File: src/rtl/ptp_pkg.sv
package ptp_pkg;
   // Retrain policy selected at run time.
   typedef enum logic [1:0] {
      PTP_HOLD     = 2'b00,
      PTP_WRITE    = 2'b01,
      PTP_CONF     = 2'b10,
      PTP_HOLD_ALT = 2'b11
   } ptp_mode_e;
endpackage

File: src/rtl/ptp_key_mask.sv
module ptp_key_mask #(
   parameter int PATH_W = 3,
   parameter int LEN_W  = 2
) (
   input  logic [PATH_W-1:0] path,
   input  logic [LEN_W-1:0]  len,
   output logic [PATH_W-1:0] kept
);
   // A path bit takes part in the key only below the stated length.
   for (genvar i = 0; i < PATH_W; i++) begin : g_bit
      assign kept[i] = path[i] & (int'(len) > i);
   end
endmodule

File: src/rtl/ptp_way_match.sv
module ptp_way_match #(
   parameter int WAYS  = 2,
   parameter int TAG_W = 17,
   parameter int WAY_W = 1
) (
   input  logic [WAYS-1:0]            vld,
   input  logic [WAYS-1:0][TAG_W-1:0] tags,
   input  logic [TAG_W-1:0]           probe,
   output logic                       hit,
   output logic [WAY_W-1:0]           way
);
   logic [WAYS-1:0] hv;

   for (genvar w = 0; w < WAYS; w++) begin : g_cmp
      assign hv[w] = vld[w] && (tags[w] == probe);
   end

   // The lowest matching way wins (only one can match in practice).
   always_comb begin
      hit = |hv;
      way = '0;
      for (int w = WAYS - 1; w >= 0; w--) begin
         if (hv[w]) way = WAY_W'(w);
      end
   end
endmodule

File: src/rtl/ptp_victim.sv
module ptp_victim #(
   parameter int WAYS  = 2,
   parameter int WAY_W = 1
) (
   input  logic [WAYS-1:0]  vld,
   input  logic [WAY_W-1:0] lru,
   output logic [WAY_W-1:0] victim
);
   // An empty way is used first; otherwise the recency bit decides.
   always_comb begin
      victim = lru;
      for (int w = WAYS - 1; w >= 0; w--) begin
         if (!vld[w]) victim = WAY_W'(w);
      end
   end
endmodule

File: src/rtl/ptp_policy.sv
module ptp_policy
   import ptp_pkg::*;
#(
   parameter int TGT_W = 16,
   parameter int CNT_W = 2
) (
   input  ptp_mode_e         mode,
   input  logic [TGT_W-1:0]  old_tgt,
   input  logic [CNT_W-1:0]  old_cnt,
   input  logic [TGT_W-1:0]  act_tgt,
   output logic [TGT_W-1:0]  new_tgt,
   output logic [CNT_W-1:0]  new_cnt
);
   localparam logic [CNT_W-1:0] CMAX = '1;
   localparam logic [CNT_W-1:0] CONE = CNT_W'(1);

   logic same;
   assign same = (old_tgt == act_tgt);

   always_comb begin
      new_tgt = old_tgt;
      new_cnt = old_cnt;
      unique case (mode)
         PTP_WRITE: begin
            if (!same) new_tgt = act_tgt;
         end
         PTP_CONF: begin
            if (same) begin
               if (old_cnt != CMAX) new_cnt = old_cnt + CONE;
            end else if (old_cnt == '0) begin
               new_tgt = act_tgt;
               new_cnt = CONE;
            end else begin
               new_cnt = old_cnt - CONE;
            end
         end
         PTP_HOLD, PTP_HOLD_ALT: begin
         end
         default: begin
         end
      endcase
   end
endmodule

File: src/rtl/path_tgt_pred.sv
module path_tgt_pred
   import ptp_pkg::*;
#(
   parameter int ADDR_W = 16,
   parameter int TGT_W  = 16,
   parameter int SETS   = 16,
   parameter int WAYS   = 2,
   parameter int PATH_W = 3,
   parameter int CNT_W  = 2,
   localparam int IDX_W = $clog2(SETS),
   localparam int LEN_W = $clog2(PATH_W + 1),
   localparam int WAY_W = (WAYS > 1) ? $clog2(WAYS) : 1,
   localparam int TAG_W = ADDR_W - IDX_W + PATH_W + LEN_W
) (
   input  logic              clk,
   input  logic              rst,
   input  logic [1:0]        mode,
   input  logic              lk_valid,
   input  logic [ADDR_W-1:0] lk_addr,
   input  logic [PATH_W-1:0] lk_path,
   input  logic [LEN_W-1:0]  lk_plen,
   input  logic              rs_valid,
   input  logic [ADDR_W-1:0] rs_addr,
   input  logic [PATH_W-1:0] rs_path,
   input  logic [LEN_W-1:0]  rs_plen,
   input  logic [TGT_W-1:0]  rs_target,
   input  logic              rs_alloc,
   output logic              pr_valid,
   output logic              pr_hit,
   output logic [TGT_W-1:0]  pr_target,
   output logic [WAY_W-1:0]  pr_way
);
   localparam logic [CNT_W-1:0] ALLOC_CNT = CNT_W'(1);

   // Elaboration-time parameter checks.
   if ((1 << IDX_W) != SETS) begin : g_bad_sets
      $error("SETS must be a power of two");
   end
   if (WAYS != 2) begin : g_bad_ways
      $error("one recency bit per set supports exactly two ways");
   end
   if (ADDR_W <= IDX_W) begin : g_bad_addr
      $error("ADDR_W must exceed the index width");
   end
   if (CNT_W < 2) begin : g_bad_cnt
      $error("counter needs at least two bits");
   end

   // Table storage.
   logic [SETS-1:0][WAYS-1:0]             vld_q;
   logic [SETS-1:0][WAYS-1:0][TAG_W-1:0]  tag_q;
   logic [SETS-1:0][WAYS-1:0][TGT_W-1:0]  tgt_q;
   logic [SETS-1:0][WAYS-1:0][CNT_W-1:0]  cnt_q;
   logic [SETS-1:0][WAY_W-1:0]            lru_q;
   logic [SETS-1:0][WAY_W-1:0]            lru_d;

   ptp_mode_e mode_e;
   assign mode_e = ptp_mode_e'(mode);

   // Key formation.
   logic [PATH_W-1:0] rs_pk, lk_pk;
   logic [IDX_W-1:0]  rs_set, lk_set;
   logic [TAG_W-1:0]  rs_tag, lk_tag;

   ptp_key_mask #(.PATH_W(PATH_W), .LEN_W(LEN_W)) u_rs_key (
      .path(rs_path), .len(rs_plen), .kept(rs_pk));
   ptp_key_mask #(.PATH_W(PATH_W), .LEN_W(LEN_W)) u_lk_key (
      .path(lk_path), .len(lk_plen), .kept(lk_pk));

   assign rs_set = rs_addr[IDX_W-1:0];
   assign lk_set = lk_addr[IDX_W-1:0];
   assign rs_tag = {rs_addr[ADDR_W-1:IDX_W], rs_pk, rs_plen};
   assign lk_tag = {lk_addr[ADDR_W-1:IDX_W], lk_pk, lk_plen};

   // Resolve side: read the addressed set.
   logic [WAYS-1:0]            rs_vld_row;
   logic [WAYS-1:0][TAG_W-1:0] rs_tag_row;
   logic [WAYS-1:0][TGT_W-1:0] rs_tgt_row;
   logic [WAYS-1:0][CNT_W-1:0] rs_cnt_row;
   logic                       rs_hit;
   logic [WAY_W-1:0]           rs_way;
   logic [WAY_W-1:0]           rs_vict;
   logic [TGT_W-1:0]           pol_tgt;
   logic [CNT_W-1:0]           pol_cnt;
   logic                       rs_install;

   assign rs_vld_row = vld_q[rs_set];
   assign rs_tag_row = tag_q[rs_set];
   assign rs_tgt_row = tgt_q[rs_set];
   assign rs_cnt_row = cnt_q[rs_set];

   ptp_way_match #(.WAYS(WAYS), .TAG_W(TAG_W), .WAY_W(WAY_W)) u_rs_match (
      .vld(rs_vld_row), .tags(rs_tag_row), .probe(rs_tag),
      .hit(rs_hit), .way(rs_way));

   ptp_victim #(.WAYS(WAYS), .WAY_W(WAY_W)) u_vict (
      .vld(rs_vld_row), .lru(lru_q[rs_set]), .victim(rs_vict));

   ptp_policy #(.TGT_W(TGT_W), .CNT_W(CNT_W)) u_policy (
      .mode(mode_e), .old_tgt(rs_tgt_row[rs_way]), .old_cnt(rs_cnt_row[rs_way]),
      .act_tgt(rs_target), .new_tgt(pol_tgt), .new_cnt(pol_cnt));

   assign rs_install = rs_valid && !rs_hit && rs_alloc;

   // Post-resolve image of the resolved set.
   logic [WAYS-1:0]            nx_vld_row;
   logic [WAYS-1:0][TAG_W-1:0] nx_tag_row;
   logic [WAYS-1:0][TGT_W-1:0] nx_tgt_row;
   logic [WAYS-1:0][CNT_W-1:0] nx_cnt_row;

   always_comb begin
      nx_vld_row = rs_vld_row;
      nx_tag_row = rs_tag_row;
      nx_tgt_row = rs_tgt_row;
      nx_cnt_row = rs_cnt_row;
      for (int w = 0; w < WAYS; w++) begin
         if (rs_hit && (rs_way == WAY_W'(w))) begin
            nx_tgt_row[w] = pol_tgt;
            nx_cnt_row[w] = pol_cnt;
         end else if (!rs_hit && rs_alloc && (rs_vict == WAY_W'(w))) begin
            nx_vld_row[w] = 1'b1;
            nx_tag_row[w] = rs_tag;
            nx_tgt_row[w] = rs_target;
            nx_cnt_row[w] = ALLOC_CNT;
         end
      end
   end

   // Lookup side: forward the same-cycle resolve when the sets agree.
   logic                       fwd;
   logic [WAYS-1:0]            lk_vld_row;
   logic [WAYS-1:0][TAG_W-1:0] lk_tag_row;
   logic [WAYS-1:0][TGT_W-1:0] lk_tgt_row;
   logic                       lk_hit;
   logic [WAY_W-1:0]           lk_way;

   assign fwd        = rs_valid && (rs_set == lk_set);
   assign lk_vld_row = fwd ? nx_vld_row : vld_q[lk_set];
   assign lk_tag_row = fwd ? nx_tag_row : tag_q[lk_set];
   assign lk_tgt_row = fwd ? nx_tgt_row : tgt_q[lk_set];

   ptp_way_match #(.WAYS(WAYS), .TAG_W(TAG_W), .WAY_W(WAY_W)) u_lk_match (
      .vld(lk_vld_row), .tags(lk_tag_row), .probe(lk_tag),
      .hit(lk_hit), .way(lk_way));

   // Recency: allocations first, then a lookup hit takes precedence.
   always_comb begin
      lru_d = lru_q;
      for (int s = 0; s < SETS; s++) begin
         if (rs_install && (rs_set == IDX_W'(s))) lru_d[s] = ~rs_vict;
         if (lk_valid && lk_hit && (lk_set == IDX_W'(s))) lru_d[s] = ~lk_way;
      end
   end

   always_ff @(posedge clk) begin
      if (rst) begin
         vld_q     <= '0;
         tag_q     <= '0;
         tgt_q     <= '0;
         cnt_q     <= '0;
         lru_q     <= '0;
         pr_valid  <= 1'b0;
         pr_hit    <= 1'b0;
         pr_target <= '0;
         pr_way    <= '0;
      end else begin
         if (rs_valid) begin
            vld_q[rs_set] <= nx_vld_row;
            tag_q[rs_set] <= nx_tag_row;
            tgt_q[rs_set] <= nx_tgt_row;
            cnt_q[rs_set] <= nx_cnt_row;
         end
         lru_q     <= lru_d;
         pr_valid  <= lk_valid;
         pr_hit    <= lk_valid && lk_hit;
         pr_target <= (lk_valid && lk_hit) ? lk_tgt_row[lk_way] : '0;
         pr_way    <= (lk_valid && lk_hit) ? lk_way : '0;
      end
   end
endmodule

File: config.mk
export PLATFORM = sky130hd
export DESIGN_NAME = path_tgt_pred
export DESIGN_NICKNAME = d
export VERILOG_FILES = /design/src/rtl/ptp_pkg.sv /design/src/rtl/ptp_key_mask.sv /design/src/rtl/ptp_way_match.sv /design/src/rtl/ptp_victim.sv /design/src/rtl/ptp_policy.sv /design/src/rtl/path_tgt_pred.sv
export SDC_FILE = /design/constraint.sdc
export NUM_CORES = 2
export LEC_CHECK = 0
export BUFFER_PORTS_ARGS = -buffer_cell sky130_fd_sc_hd__buf_2
export CORE_ASPECT_RATIO = 1.1
export CORE_MARGIN = 5
export CORE_UTILIZATION = 57
export CTS_CLUSTER_SIZE = 20
export DETAILED_ROUTE_END_ITERATION = 12
export PLACE_DENSITY = 0.78
export SLEW_MARGIN = 15
export SYNTH_ARGS = -nofsm -noshare
export SYNTH_HDL_FRONTEND = slang
export SYNTH_SLANG_ARGS = --single-unit
export TNS_END_PERCENT = 10
File: constraint.sdc
create_clock -name clk -period 10.67 [get_ports clk]
set_input_delay 0.5335 -clock clk [delete_from_list [all_inputs] [get_ports clk]]
set_output_delay 0.5335 -clock clk [all_outputs]
set_load 0.02 [all_outputs]
======== After elaboration in Yosys (flattened, before gate mapping) ========
Index checks and enable logic that the tools add are counted.
operators by class
  bitwise gates (word level) .............. 10
  reductions and logical operators ........ 69
  multiplexer cells ....................... 99
  equal/unequal tests ..................... 39
  $add $sub $neg .......................... 2
  divide/modulo/power cells ............... 0
  magnitude comparators ................... 11
  shifts and indexed selects .............. 0
  multiply operators ...................... 0
operators by type and width
  kind                                           count
  bitwise mux 544 bit                            1
  bitwise mux 512 bit                            1
  binary-select mux 34 bit (select 4 bit)        2
  binary-select mux 32 bit (select 4 bit)        2
  2-to-1 mux 16 bit                              11
  demux 34 bit (select 4 bit)                    1
  2-to-1 mux 34 bit                              4
  demux 32 bit (select 4 bit)                    1
  2-to-1 mux 32 bit                              4
  == test 17 bit                                 4
  2-to-1 mux 17 bit                              4
  bitwise mux 64 bit                             1
  == test 4 bit, second input constant           16
  logical AND 1 bit                              46
  2-to-1 mux 1 bit                               43
  bitwise mux 32 bit                             1
  == test 4 x 3 -> 1 bit, second input constant  8
  one-hot mux 16 bit (2 select lines)            1
  nonzero test 2 bit                             16
  2-to-1 mux 2 bit                               14
  binary-select mux 2 bit (select 4 bit)         2
  binary-select mux 4 bit (select 4 bit)         1
  demux 4 bit (select 4 bit)                     1
  == test 16 bit                                 1
  other kinds (22)                               44
storage, ports and cells
  bits of input ports ..................... 65
  output and inout port bits .............. 19
  bits in registers ....................... 1187
  logic and storage cells ................. 362
  memories kept ........................... 0
  bits in latches ......................... 0
  ROM bits ................................ 0
  bits in writable memories ............... 0

======== Depth between registers and ports, before layout ========
  depth after elaboration ................. 17
  mapped depth ............................ 24
  depth with buffers taken out ............ 15

======== Hierarchy ========
A second synthesis with hierarchy kept.
second synthesis, totals
  cells, all modules ...................... 6790
  area, all modules ....................... 62666.4 um^2
modules (own cells, without submodules)
  module         instances  sequential area each (um^2)  cells each  area each (um^2)
  path_tgt_pred  1          23762.8                      6573        61107.4
  ptp_way_match  2          0.0                          48          386.6
  ptp_policy     1          0.0                          113         732.0
  ptp_key_mask   2          0.0                          3           21.3
  ptp_victim     1          0.0                          2           11.3

======== Least setup slack after synthesis ========
OpenSTA, ideal clock, no wires.
  kind .................................... input-to-reg
  from .................................... input rs_addr[1]
  to ...................................... register tgt_q[18] (netlist bit)
  setup time .............................. 0.137 ns
  stages on the path ...................... 21
  slack ................................... 5.500 ns
  data arrival time ....................... 5.033 ns
  required time ........................... 10.533 ns
  buffers on the path ..................... 12
  cells stage by stage .................... buf_4 > buf_4 > buf_4 > buf_2 > buf_2 > buf_2 > buf_2 > buf_1 > buf_1 > mux4_2 > mux4_2 > mux2i_1 > nand2_1 > a31oi_2 > o211ai_2 > and2_1 > buf_4 > buf_6 > a22oi_4 > buf_2 > a211oi_1
on the way
  cells in the longest elaborated chain, start to end .. 14
  elaborated cells between the ends (all ways) .. 41
  classes of those cells .................. 2 x order compare; 3 x eq/ne; 27 x mux; 9 x reduce/logical
ends and longest elaborated chain
  element                                                                                           line                  RTL
  from (decl)                                                                                       path_tgt_pred.sv:23   input logic [ADDR_W-1:0] rs_addr,
  parallel branches: the longest is 13 deep, another holds binary-select mux 34 bit (select 4 bit)  n/a
  bitwise mux 512 bit (*)                                                                           path_tgt_pred.sv:170  tgt_q[rs_set] <= nx_tgt_row;
  to (signal, indexed assignment)                                                                   path_tgt_pred.sv:170
  to (decl)                                                                                         path_tgt_pred.sv:52   logic [SETS-1:0][WAYS-1:0][TGT_W-1:0] tgt_q;
Mark *: on every way between the ends. The select of a mux whose other input is x is not followed.
A chain may end at the register's enable or synchronous reset.

======== Worst setup path after layout ========
  from .................................... input rs_addr[3]
  to ...................................... register pr_target[15]
on the way
  cells in the longest elaborated chain, start to end .. 17
  elaborated cells between the ends (all ways) .. 66
  classes of those cells .................. 6 x eq/ne; 41 x mux; 3 x bitwise; 16 x reduce/logical
ends and longest elaborated chain
  element                                                                                           line                  RTL
  parallel branches: the longest is 17 deep, another holds binary-select mux 34 bit (select 4 bit)  n/a
  to (signal assigned)                                                                              path_tgt_pred.sv:176  pr_target <= (lk_valid && lk_hit) ? lk_tgt_row[lk_way] : '0;
  to (decl)                                                                                         path_tgt_pred.sv:30   output logic [TGT_W-1:0] pr_target,
Parallel ways; which one is timed is not known. The select of a mux whose other input is x is not followed.

==> results.ini <==
[grt]
gr-total-overflow=0
grt_pass1_wl_um=304800
first_global_vias=49680
grt_use_total_pct=33.57
antenna_found_initial=10
grt_max_degree=235

[critical_path]
startpoint_type=primary input
crit_start=rs_addr[3]
r2r_start=tag_q[510]
path_class=in -> reg
r2r_cells=15
crit_required_ps=11330
ff2ff_setup_slack_ps=3390
cp_max_fo=51
worstPathArrival_ps=8640
endpoint_kind=flip-flop
timing.rr.end=pr_target[15]

[sta]
min_period_over_period_pct=74.74
hold_viol_final=0
tightest_slew_ps=1261
fmaxAchievable_mhz=125.4
fin_skew_ps=56.20
relSlewSlack_pct=15.72
rsz0062_at_grt=no
finalSetupViolations=0
tns_ps=0
slew_violations=0
min_period_ps=7974

[finish]
area_growth_pct=7.348
finalNetCount=5725
drive_gt1_share_pct=19.90
final_cell_mix=1,187 x dfxtp_1, 1,154 x nor2_1, 1,047 x a211oi_1
final_common_cell=dfxtp_1

[route]
antenna_left=0
firstDrtPassIters=6
avgRoutedWirePerCell_um=27.90
drc_errors=0
viasPerCell=7.113
num_vias=51040
totalWireLength_um=200200
drt_iter0_drc=7216

[cts]
cts_buffers=120
cts_tree=done
path_clk_slew_ps=60
cts.sinks=1187
cts_resized=0
clk_latency_ps=760
cts_hold_buf=0
postCtsSetupBuffers=0
htreeDepth=3
clockBufferDepth=3
root_buffer=clkbuf_16

[floorplan]
die_area_um2=115400
ioPinCount=84
dieHeight_um=355.8
core_um2=107700
row_count=126
start_util_pct=57.54
die_width_um=324.4

[pwr]
p_clk_share_pct=44.0
switching_share_pct=25.94
power.internal_uw=7487
seqPwrFrac_pct=45.4
p_leak_uw=0.02114
power.total_uw=10110
p_comb_share_pct=10.6
ir_drop_mv=0.1677
p_sw_uw=2623
power_density_nw_per_um2=152.0

[yosys]
synth_edf_count=0
ys_async_sr_fraction_pct=0
yosysSeqAreaShare_pct=38.35
yosysWarningCount=0
avgSynthCellArea_um2=10.26
synth_fp_nets=6108
ys_ff_latch=1187
synth_cell_types=96
synth_cells=6041
netlist_area_um2=61960
synth-main-ff-cell=dfxtp_1

[placement]
gp_congestion=1.043
io_buffers=83
post-dp-hpwl_um=121400

[run]
cap_violations=0

[hold_path]
hold_path_end=lru_q[4]
hold_path.class=in -> reg
min_path_cells=4
min_from=lk_valid

[outcome]
status=complete, no violations

-- routing by layer --
layer | global-route usage [%] | routed length [um] | share of wire [%] | vias up
met5 | 0 | 34 | 0.017 | -
met4 | 17.20 | 11100 | 5.5 | 6
met3 | 6.576 | 21500 | 11 | 695
met2 | 53.04 | 92190 | 46 | 3271
met1 | 44.38 | 75350 | 38 | 24980
li1 | - | - | - | 22090
-- flip-flops by register name (all words and copies together) (netlist names) --
signal and cells:
pr_way 1, pr_target 16, vld_q 32, tgt_q 512, lru_q 16, cnt_q 64, pr_valid 1, pr_hit 1
tag_q 544
-- metrics by stage --
step | util [%] | instances | hold slack [ps] | setup slack, ps | instance area [um2]
2_1_floorplan | - | 6041 | 428.9 | 5500 | 61960
3_3_place_gp | 57.86 | 6944 | 439.7 | 2403 | 62300
3_5_place_dp | 57.86 | 6944 | 445.3 | 2269 | 62300
4_1_cts | 61.74 | 7168 | 237.5 | 2998 | 66480
5_1_grt | 61.76 | 7171 | 288.1 | 2339 | 66510
6_report | 61.77 | 7175 | 269.2 | 2696 | 66520
-- critical path, cell delays in order --
cell and delay (ps):
buf_6 520, buf_4 700, and2_1 600, a22oi_1 240, and4_1 270, a311oi_1 470, o2111ai_1 260, or4_4 510
o211a_1 200, nand2_8 250, mux2i_2 910, o32ai_1 310, nor4b_2 470, nand3_1 540, o21a_1 490, nor2b_2 960
o211a_1 290
-- layout make-up --
| type | instances | area (um2) |
|---|---|---|
| Antenna cell | 7 | 17.52 |
| Clock buffer | 177 | 3498 |
| Timing Repair Buffer | 188 | 1413 |
| Inverter | 37 | 141.4 |
| Tap cell | 1408 | 1762 |
| Clock inverter | 47 | 678.2 |
| Multi-Input combinational cell | 4124 | 35240 |
| Sequential cell | 1187 | 23760 |
| Fill cell | 8355 | 41160 |
-- worst max path at each step --
stage / to / cells past startpoint
3_5_place_dp: pr_target[14] / 17
6_report: pr_target[15] / 17
3_3_place_gp: pr_target[8] / 17
2_1_floorplan: tgt_q[18] / 21
5_1_grt: pr_target[15] / 17
4_1_cts: pr_target[14] / 17
-- cell families (layout without fill, tap and decap cells) --
logic type | Yosys count | after routing | synth area share [%]
muxes | 814 | 814 | 26.11
other | 0 | 7 | 0
DFF | 1187 | 1187 | 38.35
adders and majority gates | 2 | 2 | 0.04038
and+or+nand+nor | 1716 | 1716 | 11.27
xor gates and xnor gates | 85 | 85 | 1.201
AOI/OAI and AO/OA | 1507 | 1507 | 17.96
buffers and inverters | 730 | 449 | 5.062
-- Yosys cell counts, drive strengths merged, types with 21 or more instances --
cell | n | share of area [%]
nor3 | 52 | 0.42
a31oi | 30 | 0.32
or2 | 21 | 0.21
dfxtp | 1187 | 38
mux2 | 23 | 0.42
nand3 | 38 | 0.31
mux4 | 637 | 23
o21ai | 49 | 0.40
xnor2 | 61 | 0.86
xor2 | 24 | 0.34
a211oi | 1049 | 13
buf | 197 | 1.8
mux2i | 154 | 2.5
inv | 36 | 0.22
nor2 | 1168 | 7.1
nand2 | 323 | 2.0
a22oi | 59 | 1.1
clkbuf | 496 | 3.0
a21oi | 184 | 1.5
-- power groups by stage --
stage / clock [uW] / sequential (uW) / combinational (uW)
6_report: 4450 / 4590 / 1070
5_1_grt: 4660 / 4600 / 1130
3_5_place_dp: 0 / 4680 / 1040
4_1_cts: 4470 / 4590 / 1050
3_3_place_gp: 0 / 4680 / 1030
2_1_floorplan: 0 / 4660 / 769
Power figures use the tool's default switching activity.
